===== src/rtl/adc_trig_pkg.sv =====
package adc_trig_pkg;
  localparam int SEL_W  = 3;
  localparam int BYTE_W = 8;
  localparam int RES_W  = 10;
  localparam int N_SRC  = 4;

  typedef enum logic [2:0] {
    TRG_FREE  = 3'd0,
    TRG_ACMP  = 3'd1,
    TRG_EXT0  = 3'd2,
    TRG_T0CMP = 3'd3,
    TRG_T0OVF = 3'd4
  } trg_sel_e;
endpackage


===== src/rtl/adc_trig_cfg.sv =====
module adc_trig_cfg
  import adc_trig_pkg::*;
#(
  parameter int P_BYTE_W = BYTE_W,
  parameter int P_SEL_W  = SEL_W
) (
  input  logic                clk,
  input  logic                rst_n,
  input  logic                we,
  input  logic                addr,
  input  logic [P_BYTE_W-1:0] wdata,
  output logic [P_BYTE_W-1:0] rdata,
  output logic [P_SEL_W-1:0]  sel,
  output logic                ladj,
  output logic                cen,
  output logic                aen,
  output logic                enter_free
);
  // select plus justification bit are writable; everything above reads zero
  localparam logic [P_BYTE_W-1:0] CTL_MASK = P_BYTE_W'((1 << (P_SEL_W + 1)) - 1);
  localparam logic [P_BYTE_W-1:0] EN_MASK  = P_BYTE_W'(3);

  logic [P_BYTE_W-1:0] ctl_q;
  logic [P_BYTE_W-1:0] en_q;

  always_ff @(posedge clk) begin
    if (!rst_n) begin
      ctl_q <= '0;
      en_q  <= '0;
    end else if (we) begin
      if (!addr) ctl_q <= wdata & CTL_MASK;
      else       en_q  <= wdata & EN_MASK;
    end
  end

  assign sel  = ctl_q[P_SEL_W-1:0];
  assign ladj = ctl_q[P_SEL_W];
  assign cen  = en_q[0];
  assign aen  = en_q[1];

  // a write that moves the select into free running from another source
  always_comb begin
    enter_free = 1'b0;
    if (we && !addr) begin
      enter_free = (trg_sel_e'(wdata[P_SEL_W-1:0]) == TRG_FREE) &&
                   (trg_sel_e'(sel) != TRG_FREE);
    end
  end

  assign rdata = addr ? en_q : ctl_q;
endmodule


===== src/rtl/adc_trig_src.sv =====
module adc_trig_src #(
  parameter int P_SEL_W = 3,
  parameter int P_N_SRC = 4
) (
  input  logic               clk,
  input  logic               rst_n,
  input  logic [P_SEL_W-1:0] sel,
  input  logic               done_flag,
  input  logic [P_N_SRC-1:0] irq_flags,
  input  logic               enter_free,
  output logic               trig_rise
);
  localparam int NSEL = 1 << P_SEL_W;

  logic [NSEL-1:0] src_vec;
  logic            trig_now;
  logic            trig_q;
  logic            mask_q;

  genvar g;
  generate
    for (g = 0; g < NSEL; g++) begin : g_src
      if (g == 0) begin : g_free
        assign src_vec[g] = done_flag;
      end else if (g <= P_N_SRC) begin : g_irq
        assign src_vec[g] = irq_flags[g-1];
      end else begin : g_none
        assign src_vec[g] = 1'b0;
      end
    end
  endgenerate

  assign trig_now = src_vec[sel];

  always_ff @(posedge clk) begin
    if (!rst_n) begin
      trig_q <= 1'b0;
      mask_q <= 1'b0;
    end else begin
      trig_q <= trig_now;
      mask_q <= enter_free;
    end
  end

  // the mask hides the one edge that a switch into free running could create
  assign trig_rise = trig_now & ~trig_q & ~mask_q;
endmodule


===== src/rtl/adc_trig_seq.sv =====
module adc_trig_seq (
  input  logic clk,
  input  logic rst_n,
  input  logic trig_rise,
  input  logic cen,
  input  logic aen,
  input  logic res_fire,
  output logic conv_start,
  output logic busy
);
  logic start_next;

  assign start_next = trig_rise & cen & aen & ~busy;

  always_ff @(posedge clk) begin
    if (!rst_n) begin
      conv_start <= 1'b0;
      busy       <= 1'b0;
    end else begin
      conv_start <= start_next;
      if (start_next)    busy <= 1'b1;
      else if (res_fire) busy <= 1'b0;
    end
  end
endmodule


===== src/rtl/adc_res_fmt.sv =====
module adc_res_fmt #(
  parameter int P_RES_W  = 10,
  parameter int P_BYTE_W = 8
) (
  input  logic                clk,
  input  logic                rst_n,
  input  logic                res_valid,
  input  logic [P_RES_W-1:0]  res_data,
  input  logic                ladj,
  output logic                res_ready,
  output logic                res_fire,
  output logic [P_BYTE_W-1:0] data_hi,
  output logic [P_BYTE_W-1:0] data_lo
);
  localparam int WORD_W = 2 * P_BYTE_W;
  localparam int PAD    = WORD_W - P_RES_W;

  logic [P_RES_W-1:0] res_q;
  logic [WORD_W-1:0]  word;

  assign res_ready = 1'b1;
  assign res_fire  = res_valid & res_ready;

  always_ff @(posedge clk) begin
    if (!rst_n)        res_q <= '0;
    else if (res_fire) res_q <= res_data;
  end

  assign word    = ladj ? {res_q, {PAD{1'b0}}} : {{PAD{1'b0}}, res_q};
  assign data_hi = word[WORD_W-1:P_BYTE_W];
  assign data_lo = word[P_BYTE_W-1:0];
endmodule


===== src/rtl/adc_trig_ctrl.sv =====
module adc_trig_ctrl
  import adc_trig_pkg::*;
#(
  parameter int P_SEL_W  = SEL_W,
  parameter int P_BYTE_W = BYTE_W,
  parameter int P_RES_W  = RES_W,
  parameter int P_N_SRC  = N_SRC
) (
  input  logic                clk,
  input  logic                rst_n,
  input  logic                cfg_we,
  input  logic                cfg_addr,
  input  logic [P_BYTE_W-1:0] cfg_wdata,
  output logic [P_BYTE_W-1:0] cfg_rdata,
  input  logic [P_N_SRC-1:0]  irq_flags,
  input  logic                done_flag,
  input  logic                res_valid,
  input  logic [P_RES_W-1:0]  res_data,
  output logic                res_ready,
  output logic                conv_start,
  output logic                conv_busy,
  output logic [P_BYTE_W-1:0] data_hi,
  output logic [P_BYTE_W-1:0] data_lo
);
  logic [P_SEL_W-1:0] sel_w;
  logic ladj_w, cen_w, aen_w, enter_free_w, trig_rise_w, res_fire_w;

  adc_trig_cfg #(.P_BYTE_W(P_BYTE_W), .P_SEL_W(P_SEL_W)) u_cfg (
    .clk(clk), .rst_n(rst_n), .we(cfg_we), .addr(cfg_addr), .wdata(cfg_wdata),
    .rdata(cfg_rdata), .sel(sel_w), .ladj(ladj_w), .cen(cen_w), .aen(aen_w),
    .enter_free(enter_free_w)
  );

  adc_trig_src #(.P_SEL_W(P_SEL_W), .P_N_SRC(P_N_SRC)) u_src (
    .clk(clk), .rst_n(rst_n), .sel(sel_w), .done_flag(done_flag),
    .irq_flags(irq_flags), .enter_free(enter_free_w), .trig_rise(trig_rise_w)
  );

  adc_trig_seq u_seq (
    .clk(clk), .rst_n(rst_n), .trig_rise(trig_rise_w), .cen(cen_w), .aen(aen_w),
    .res_fire(res_fire_w), .conv_start(conv_start), .busy(conv_busy)
  );

  adc_res_fmt #(.P_RES_W(P_RES_W), .P_BYTE_W(P_BYTE_W)) u_fmt (
    .clk(clk), .rst_n(rst_n), .res_valid(res_valid), .res_data(res_data),
    .ladj(ladj_w), .res_ready(res_ready), .res_fire(res_fire_w),
    .data_hi(data_hi), .data_lo(data_lo)
  );
endmodule


===== config.mk =====
export PLATFORM = sky130hd
export DESIGN_NAME = adc_trig_ctrl
export DESIGN_NICKNAME = d
export VERILOG_FILES = /design/src/rtl/adc_trig_pkg.sv /design/src/rtl/adc_trig_cfg.sv /design/src/rtl/adc_trig_src.sv /design/src/rtl/adc_trig_seq.sv /design/src/rtl/adc_res_fmt.sv /design/src/rtl/adc_trig_ctrl.sv
export SDC_FILE = /design/constraint.sdc
export NUM_CORES = 1
export LEC_CHECK = 0
export BUFFER_PORTS_ARGS = -buffer_cell sky130_fd_sc_hd__buf_2
export CORE_MARGIN = 1
export CORE_UTILIZATION = 39
export DETAILED_ROUTE_END_ITERATION = 7
export PLACE_DENSITY = 0.74
export RECOVER_POWER = 25
export SYNTH_ARGS = -nofsm -noshare
export SYNTH_HDL_FRONTEND = slang
export SYNTH_SLANG_ARGS = --single-unit

===== constraint.sdc =====
create_clock -name clk -period 1 [get_ports clk]
set_clock_uncertainty 0.05 [all_clocks]
set_input_delay 0.2 -clock clk [delete_from_list [all_inputs] [get_ports clk]]
set_output_delay 0.2 -clock clk [all_outputs]
set_load 0.005 [all_outputs]

# == Yosys cells after proc, flatten, opt, wreduce, memory -nomap -nowiden ==
# Index checks and enable logic that the tools add are counted.
# word_totals
regBits,20
latchBits,0
mem_bits_rw,0
mem_bits_ro,0
input_bits,28
out_inout_bits,27
wordCells,32
n_memories,0
# op_classes
add_sub_neg,0
n_mul,0
n_div,0
n_lt_le_gt_ge,1
eq_ne,0
shift,0
mux,6
n_bitwise,9
n_reduce_logical,9
# op_table
operator,count
$mux W16,1
$reduce_and A2 Y1,3
$and A1 B1 Y1,5
$lt A3 B4 Y1 const B,1
$mux W4,1
$not A1 Y1,4
$bmux W1 S3,1
$logic_not A3 Y1,1
$mux W1,3
$reduce_bool A3 Y1,1
$logic_and A1 B1 Y1,2
$reduce_bool A2 Y1,1
$logic_not A1 Y1,1

# == Longest topological paths before layout ==
# depth
word_depth,8
depth_mapped,5
ltp_nobuf,3

# == Hierarchy ==
# From an unflattened synthesis, not the netlist that was laid out.
# hier_totals
cells_unflattened,104
area_unflattened_um2,1074.8
# by_module_without_submodules
module,n_inst,cells_each,area_per_inst_um2,seq_area_each_um2
adc_res_fmt,1,52,550.5,200.2
adc_trig_cfg,1,35,347.8,120.1
adc_trig_src,1,11,113.9,40.0
adc_trig_seq,1,6,62.6,40.0

# == Worst setup path before layout ==
# Ideal clock, no wire load.
# synth_path
path_type,register to output
startpoint,reg u_cfg.ctl_q[3]
endpoint,out cfg_rdata[3]
arrival_ns,0.856
t_required_ns,0.750
path_slack_ns,-0.106
stages_incl_launch_ff,4
n_path_buf,2
cell_sequence,dfxtp_1 -> buf_2 -> clkbuf_1 -> nor2b_1
# synth_via
elab_chain_cells,1
# synth_rtl
item,line_no,text
from (decl),adc_trig_cfg.sv:23,logic [P_BYTE_W-1:0] ctl_q;
from (signal assigned),adc_trig_cfg.sv:31,if (!addr) ctl_q <= wdata & CTL_MASK;
$mux W4,adc_trig_cfg.sv:50,assign rdata = addr ? en_q : ctl_q;
to (decl),adc_trig_ctrl.sv:14,"output logic [P_BYTE_W-1:0] cfg_rdata,"
# No other way between the ends.

# == Worst setup path after layout ==
# layout_path
startpoint,reg u_cfg.ctl_q[3]
endpoint,out data_hi[7]
# layout_via
elab_chain_cells,1
# layout_rtl
item,line_no,text
$mux W16,adc_res_fmt.sv:29,"assign word = ladj ? {res_q, {PAD{1'b0}}} : {{PAD{1'b0}}, res_q};"
to (decl),adc_trig_ctrl.sv:22,"output logic [P_BYTE_W-1:0] data_hi,"
# No other way between the ends.

==> run_results.csv <==
group,metric,value,unit
status,outcome,"finished with violations",
status,failed_checks,"setup timing",
detailed_routing,avgViaCountPerCell,4.83,
clocking,clkSinkCount,20,
global_route,grt_antenna_before_repair,0,
synth,synth_top_area_share,38.7,%
global_route,grt_pass1_vias,888,
placed_design,io_buffers,45,
layout,area_growth,41.1,%
power,p_comb_share,19.8,%
power,p_int,0.00125,W
detailed_routing,wirelength,2290,µm
layout,final_layout_size_suffix_gt1_share,52.4,%
clocking,htree_num_levels,1,
timing,postLayoutSetupSlackWorst,-0.433,ns
timing,max_freq,698,MHz
worst_setup_path,crit_slowest_cell,"dfxtp_4",
detailed_routing,vias,937,
power,ir_worst_vdd,0.616,mV
timing,rsz0062_at_grt,"yes",
hold_path,worstHoldPathType,"in2reg",
global_route,grt_pass1_wl,3660,µm
power,p_leak,0.738,nW
timing,hold_viol,0,
timing,finalCritPeriodShare,143,%
hold_path,min_from,"res_data[5]",
power,p_sw_share,25.2,%
worst_setup_path,r2r_setup_slack,-0.19,ns
synth,synth_top_cells_by_area,"dfxtp_1 (39%), mux2i_1 (15%), nor2b_1 (14%)",
worst_setup_path,required,0.75,ns
detailed_routing,drt_iter0_markers,5,
layout,final_core_util,58.4,%
die,initial_core_util,41.4,%
clocking,cts_root_buffer,"clkbuf_4",
detailed_routing,routedWlPerCell,11.8,µm
clocking,cts_buffers,3,
clocking,path_clk_slew,0.11,ns
detailed_routing,first_pass_iters,5,
die,die_area,2860,µm²
synth,synth_top_area_cell,"dfxtp_1",
synth,yosysSeqAreaShare,38.7,%
worst_setup_path,crit_path_end_kind,"primary output",
hold_path,hold_end,"u_fmt.res_q[5]$_SDFFE_PN0P_",
power,p_clk_share,28.6,%
detailed_routing,drc_errors,0,
power,seq_power_share,51.6,%
die,io_pins,55,
layout,antenna_cells,0,
synth,ys_warn_count,0,
worst_setup_path,crit_fanout,6,
placed_design,gp_congestion,0.710,
placed_design,dp_slack,-0.270,ns
power,p_total,0.00167,W
timing,drv_slew,0,
worst_setup_path,crit_path_cell_trace,"buf_6 > buf_4 > and2_4 > buf_6",
global_route,grt_usage,18.2,%
worst_setup_path,start_kind,"register",
clocking,clockBufferDepth,2,
worst_setup_path,startpoint,"u_cfg.ctl_q[3]$_SDFFE_PN0P_",
power,p_switching,0.000421,W
die,die_h,53.5,µm
die,die_w,53.5,µm
timing,setup_viol,24,
timing,min_period,1.43,ns
worst_setup_path,cp_common_cell,"buf_6",
clocking,cts_tree,"built",
detailed_routing,postRouteAntennaNets,0,
synth,yosysUniqueCellTypes,24,
worst_setup_path,worst_ep_arrival_time,1.18,ns
synth,syn_area,1030,µm²
flow_run,maxCapViolations,0,
global_route,grt_overflow,0,
worst_setup_path,ff2ff_path_depth,4,
clocking,clock_latency,0.31,ns
worst_setup_path,rr_endpoint,"u_seq.busy$_SDFFE_PN0P_",
global_route,grt_max_degree,20,
clocking,hold_buffers,0,
synth,avgSynthCellArea,9.49,µm²
die,placementRows,18,
worst_setup_path,timing.rr.start,"u_cfg.ctl_q[1]$_SDFFE_PN0P_",
power,p_per_area,1140,nW/µm²
layout,fin_nets,193,
worst_setup_path,worstSetupPathType,"reg2out",
die,core_area,2500,µm²
placed_design,dp_hpwl,1670,µm
synth,synthesis.instances,109,
worst_setup_path,cpPeakStageDelay,0.39,ns
hold_path,hold_path_depth,3,
synth,ys_ff_latch,20,
-- critical path, delay by kind of cell (launching register included) --
family	cells	cell delay, ns
buffers and inverters	3	0.35
AND/OR/NAND/NOR	1	0.13
flip-flops	1	0.39
-- Yosys cell counts, drive strengths merged --
library cell  count
o21ai             1
a22o              1
and2              6
clkbuf            2
nor2b            23
nand2b            1
o2111ai           1
nor3b             2
dfxtp            20
o22ai             1
nand3             2
or4b              1
nor2              4
a21boi            2
inv               1
mux2i            16
buf              11
mux2              6
nand2             4
nor3              2
conb              2
-- placed cells by master (no fill, tap or decap) --
cell type,instances
mux2i_1,15
mux2i_2,1
o2111ai_2,1
a22o_1,1
nand2_1,4
conb_1,5
buf_2,43
dfxtp_2,3
and2_1,5
nor3b_1,1
o22ai_1,1
clkbuf_4,3
nor2b_2,2
nor3b_4,1
buf_4,12
nor2b_1,20
o21ai_0,1
nor3_2,1
nor2b_4,1
buf_6,6
nor3_1,1
nor2_1,4
a21boi_0,2
nand2b_1,1
and2_4,1
nand3_1,2
dfxtp_4,3
or4b_1,1
inv_2,1
mux2_2,6
clkbuf_8,1
dfxtp_1,14
-- state kept, by name (all words and copies together) (netlist names) --
name and cells:
u_fmt.res_q 10, u_seq.conv_start 1, u_src.mask_q 1, u_src.trig_q 1
u_cfg.ctl_q 4, u_cfg.en_q 2, u_seq.busy 1
-- how the worst max path moves through the flow --
stage | endpoint | slack (ns) | cells after the start
final | data_hi[7] | -0.43 | 4
after global routing | cfg_rdata[3] | -0.48 | 4
after CTS | data_lo[6] | -0.43 | 2
after detailed placement | data_lo[6] | -0.27 | 2
after global placement | data_hi[0] | -0.23 | 2
after floorplan | data_hi[0] | -0.002 | 2
-- stage by stage --
step / hold slack, ns / instances / setup TNS, ns / instance area, µm²
final: 0.0913 / 194 / -7.60 / 1460
after global routing: 0.0991 / 194 / -8.87 / 1460
after CTS: 0.0917 / 192 / -7.60 / 1410
after detailed placement: 0.417 / 182 / -3.46 / 1290
after global placement: 0.414 / 182 / -2.78 / 1290
after floorplan: 0.306 / 112 / -0.00919 / 1060
-- power groups by stage --
stage / clock (W) / sequential (W) / combinational [W]
floorplan: 0 / 0.000873 / 0.000192
global placement: 0 / 0.000886 / 0.000269
detailed placement: 0 / 0.000890 / 0.000279
CTS: 0.000491 / 0.000860 / 0.000311
global route: 0.000534 / 0.000866 / 0.000370
finish: 0.000478 / 0.000860 / 0.000330
-- metal layers --
layer / track usage, % / routed length, µm
met1: 19.1 / 930
met2: 34.4 / 1180
met3: 2.87 / 147
met4: 9.21 / 38
met5: 0 / 0
-- kinds of logic after synthesis --
| kind of cell | synth area share (%) |
|---|---|
| buffers and inverters | 8.46 |
| multiplexers | 22.0 |
| other | 0.726 |
| AO/OA/AOI/OAI | 4.23 |
| flip-flops | 38.7 |
| AND/OR/NAND/NOR | 25.9 |
-- cell type report --
class | count | area, µm²
clock buffers | 4 | 36.3
fillers | 238 | 1040
inverters | 1 | 3.75
multi-input cells | 78 | 594
flip-flops and latches | 20 | 415
well taps | 30 | 37.5
repair buffers | 61 | 373
-- timing repair --
| item | in CTS | in global routing |
|---|---|---|
| buffers inserted | 6 | 2 |
| pin swaps | 5 | 2 |
| resized for setup | 15 | 10 |
| endpoints found under the setup margin | 25 | 26 |
Power figures use the tool's default switching activity.
